**config.mk**
```make
export PLATFORM = sky130hd
export DESIGN_NAME = fp64_order_cmp
export DESIGN_NICKNAME = d
export VERILOG_FILES = /design/src/rtl/fp64_order_cmp.sv
export SDC_FILE = /design/constraint.sdc
export NUM_CORES = 1
export LEC_CHECK = 0
export ABC_AREA = 1
export CORE_MARGIN = 4
export CORE_UTILIZATION = 35
export DETAILED_ROUTE_END_ITERATION = 7
export DONT_BUFFER_PORTS = 1
export GPL_TIMING_DRIVEN = 0
export HOLD_SLACK_MARGIN = 0.02
export PLACE_DENSITY = 0.45
export SYNTH_ARGS = -nofsm -noshare
export SYNTH_HDL_FRONTEND = slang
export SYNTH_SLANG_ARGS = --single-unit
```
**constraint.sdc**
```tcl
create_clock -name clk -period 1.2 [get_ports clk]
set_clock_uncertainty 0.2 [all_clocks]
set_input_delay 0.12 -clock clk [delete_from_list [all_inputs] [get_ports clk]]
set_output_delay 0.12 -clock clk [all_outputs]
set_load 0.05 [all_outputs]
```
**src/rtl/fp64_order_cmp.sv**
```systemverilog
module fp64_order_cmp #(
  parameter int EXP_W  = 11,
  parameter int FRAC_W = 52
) (
  input  logic                    clk,
  input  logic                    rst_n,
  input  logic                    in_vld,
  input  logic [EXP_W+FRAC_W:0]   opa,
  input  logic [EXP_W+FRAC_W:0]   opb,
  input  logic                    subn_zero,
  output logic                    out_vld,
  output logic                    res_c,
  output logic                    res_z,
  output logic                    res_p,
  output logic                    res_inv
);
  localparam int MAG_W = EXP_W + FRAC_W;

  logic              sa, sb;
  logic [EXP_W-1:0]  ea, eb;
  logic [FRAC_W-1:0] fa, fb;
  logic              nan_a, nan_b, snan_a, snan_b;
  logic              sub_a, sub_b;
  logic [MAG_W-1:0]  ma, mb;
  logic              both_zero, mag_gt, mag_eq;
  logic              unord, eq, lt;

  assign {sa, ea, fa} = opa;
  assign {sb, eb, fb} = opb;

  assign nan_a  = (&ea) && (|fa);
  assign nan_b  = (&eb) && (|fb);
  assign snan_a = nan_a && !fa[FRAC_W-1];
  assign snan_b = nan_b && !fb[FRAC_W-1];

  assign sub_a = !(|ea) && (|fa);
  assign sub_b = !(|eb) && (|fb);

  assign ma = (subn_zero && sub_a) ? '0 : {ea, fa};
  assign mb = (subn_zero && sub_b) ? '0 : {eb, fb};

  assign both_zero = (ma == '0) && (mb == '0);
  assign mag_gt    = ma > mb;
  assign mag_eq    = ma == mb;

  assign unord = nan_a || nan_b;
  assign eq    = both_zero || ((sa == sb) && mag_eq);
  assign lt    = !eq && ((sa && !sb) ||
                         (!sa && !sb && !mag_gt) ||
                         (sa && sb && mag_gt));

  always_ff @(posedge clk or negedge rst_n) begin
    if (!rst_n) begin
      out_vld <= 1'b0;
      res_c   <= 1'b0;
      res_z   <= 1'b0;
      res_p   <= 1'b0;
      res_inv <= 1'b0;
    end else begin
      out_vld <= in_vld;
      if (in_vld) begin
        res_c   <= unord || lt;
        res_z   <= unord || eq;
        res_p   <= unord;
        res_inv <= snan_a || snan_b;
      end
    end
  end
endmodule

```
==> results.cfg <==
[logic_synthesis]
syn_area_um2 = 3310
synth_top_area_share_pct = 23.8
synth.area.top_cells = ha_1, nor2_1, nand2_1, inv_1, o41ai_1
netlist.top_cell.by_area = ha_1
ys_seq_area_share_pct = 3.78
syn_avg_cell_area_um2 = 5.45
synth_nets = 803
yosys_warnings = 0
post_synth_num_cell_types = 32
ys_async_sr_fraction_pct = 100
ys_ff_latch = 5
synth_edf_count = 0
syn_inst = 608
ys.flop_type = dfrtp_1

[job]
cap_violations = 0

[clock_tree]
clk_latency_ns = 0.22
htreeDepth = 1
numCtsBuffers = 3
ctsRootBufferMaster = clkbuf_8
clk_pin_slew_ns = 0.03
cts_num_sinks = 5
cts_tree = done
clock_path_buffers = 2

[global_route]
grt_pass1_wl_mm = 20.3
grt_pass1_vias = 4068
grtUsageTotal_pct = 22.5
antenna_found_initial = 0
grt-ovfl-total = 0
grt_max_degree = 11

[floorplan]
start_util_pct = 35.8
core_um2 = 9240
row_count = 35
die_h_um = 105
die_x_um = 105
io-pin-count = 137
dieArea_um2 = 11100

[routing]
ant_nets = 0
drt-initial-drc-count = 222
drtPass1Iterations = 4
viasPerCell = 5.28
vias = 4041
routed_wl_mm = 13.0
avgRoutedWirePerCell_um = 17.0
drcViolationCount = 0

[pwr]
p_per_area_nw_per_um2 = 346
switching_share_pct = 44.4
finalPower_mw = 1.55
pwr-share-comb_pct = 64.4
clockPowerShare_pct = 20.1
seqPwrFrac_pct = 15.5
internal-power_uw = 861
p_leak_nw = 2.11
ir_drop_v = 0.000429
switchingPower_uw = 688

[worst_setup_path]
critical_path_class = input port to flip-flop
worst_setup_path_end_kind = flip-flop
cp_max_fo = 8
slowest_delay_ns = 0.28
startpoint_type = input port
crit_chain = nor2_4 -> nand2_1 -> nor2_2 -> nand2_1 -> nor2_2 -> nand2_2 -> nand2_4 -> buf_12 -> inv_16 -> clkbuf_16 -> nor2_1 -> ha_1 -> a21oi_1 -> o21a_1 -> o21ai_0 -> a21oi_1 -> nand2_1 -> nand2_1 -> nand2_2 -> nand3b_1 -> nand2_1 -> inv_1 -> nand3_2 -> a21oi_2
path_buf_inv = 4
required_ns = 1.15
crit_slowest_cell = ha_1
crit_family = simple AND/OR/NAND/NOR gates
critPathArrivalTime_ns = 2.77
crit_top_cell = nand2_1

[timing]
worst_pin_slew_ns = 0.483
rsz0062_at_grt = yes
fin_ws_ns = -1.62
fmax_mhz = 355
min_period_ns = 2.82
post-route-period-util_pct = 235
setup_viol = 4
hold_viol = 0
slew_headroom_pct = 67.8
drv_slew = 0

[run_status]
violations = negative setup slack
status = complete, but fails checks

[placement]
dp_hpwl_mm = 10.6
pre_cts_slack_ns = -2.23
postPlaceCellArea_um2 = 3560
gp_congestion = 0.828
place_inst = 737
port_buffers = 0

[cells_and_area]
area_growth_pct = 35.2
drive_gt1_share_pct = 22.8
fin_cells = 766
num-fill-cells = 998
num_antenna_cells = 0
nNetsFinal = 833
design_area_um2 = 4480

[min_path]
hp-class = input port to flip-flop
[registers in the layout, indices dropped and copies added, names as in the netlist]
register / flops
res_p: 1
res_z: 1
res_inv: 1
res_c: 1
out_vld: 1
[cell families after synthesis]
group	after synthesis	share of synthesized area [%]
and+or+nand+nor	357	44.4
buffers and inverters	101	12.0
xor gates and xnor gates	1	0.264
DFF	5	3.78
adders and majority gates	63	23.8
AOI/OAI and AO/OA	81	15.7
[layer usage]
metal / track usage (%) / share of wire [%]
met1: 30.9 / 45
met2: 37.8 / 46
met3: 4.29 / 8.6
met4: 1.69 / 0.55
met5: 0 / 0
[metrics by stage]
step	utilization, %	setup TNS, ns	hold WS (ns)
after floorplan	-	-2.77	-0.376
after global placement	38.6	-5.05	-0.375
after detailed placement	38.6	-5.12	-0.375
after CTS	44.4	-3.36	0.0331
after global routing	48.4	-4.33	0.0683
final	48.4	-3.67	0.0341
[power by group through the flow]
stage	Sequential, mW	Combinational, mW	Clock [mW]
2_1_floorplan	0.240	0.617	0
3_3_place_gp	0.242	0.788	0
3_5_place_dp	0.242	0.795	0
4_1_cts	0.240	0.918	0.318
5_1_grt	0.241	1.14	0.334
6_report	0.240	0.998	0.311
[Yosys cell counts, types with 2 or more instances]
| library cell | count |
|---|---|
| dfrtp_1 | 5 |
| clkbuf_1 | 16 |
| nor2_1 | 150 |
| ha_1 | 63 |
| o41ai_1 | 25 |
| o21ai_1 | 2 |
| o21ai_0 | 14 |
| nand3b_1 | 3 |
| a21boi_0 | 3 |
| nand2_1 | 148 |
| inv_1 | 76 |
| buf_1 | 4 |
| nor3_1 | 6 |
| nand4_1 | 17 |
| nor4_1 | 10 |
| nand3_1 | 16 |
| nor3_2 | 2 |
| or2_2 | 2 |
| a21oi_1 | 31 |
| o21a_1 | 3 |
[final cells by class]
class	count	area, um2	share of cell area, %
multi-input cells	502	3280	73.3
inverters	77	305	6.82
plain buffers	24	292	6.51
repair buffers	25	269	6.01
well taps	129	161	3.61
flip-flops and latches	5	125	2.79
clock buffers	4	45.0	1.01
[worst register-to-register path: stages, from the launching register on]
cell	delay, ns
dfrtp_1	0.63
nor2_1	0.08
a31oi_1	0.15
[cell usage in the layout, fill, tap and decap left out, types with 2 or more instances in the layout]
master	count
clkbuf_1	11
dfrtp_1	5
clkbuf_8	5
dlygate4sd3_1	7
buf_8	4
ha_4	7
nand2_2	20
inv_2	4
nand4_1	17
buf_12	2
a21boi_1	2
buf_6	6
nand3_2	3
nor2_4	24
o21a_1	3
o41ai_1	25
nor4_2	2
a21oi_1	28
a21oi_2	3
nor3_1	6
o21ai_0	11
ha_1	56
o21ai_1	5
nor2_2	38
nand2_4	4
or2_4	2
nand2_1	125
nand3_1	13
nor4_1	8
clkbuf_16	7
nor2_1	88
inv_1	72
buf_4	10
nand3b_1	3
[final timing paths]
path                                startpoint                   to  slack, ns  cells after the start
hold / removal                         opa[52]  res_inv$_DFFE_PN0P_       0.03                      4
setup reg to reg           res_inv$_DFFE_PN0P_  res_inv$_DFFE_PN0P_       0.06                      2
hold reg to reg            res_inv$_DFFE_PN0P_  res_inv$_DFFE_PN0P_       0.62                      2
setup / recovery                        opa[0]    res_c$_DFFE_PN0P_      -1.62                     24
min in group asynchronous                rst_n    out_vld$_DFF_PN0_       0.54                      2
max in group asynchronous                rst_n    res_c$_DFFE_PN0P_       0.08                      2
[what timing repair did]
item,CTS,global route
hold endpoints to repair,10,0
setup endpoints to repair,4,4
gates cloned,3,3
resized for setup,84,77
setup buffers,9,4
hold buffers,6,0
pin swaps,46,37
Note: power is estimated with default switching activity, not from simulation.
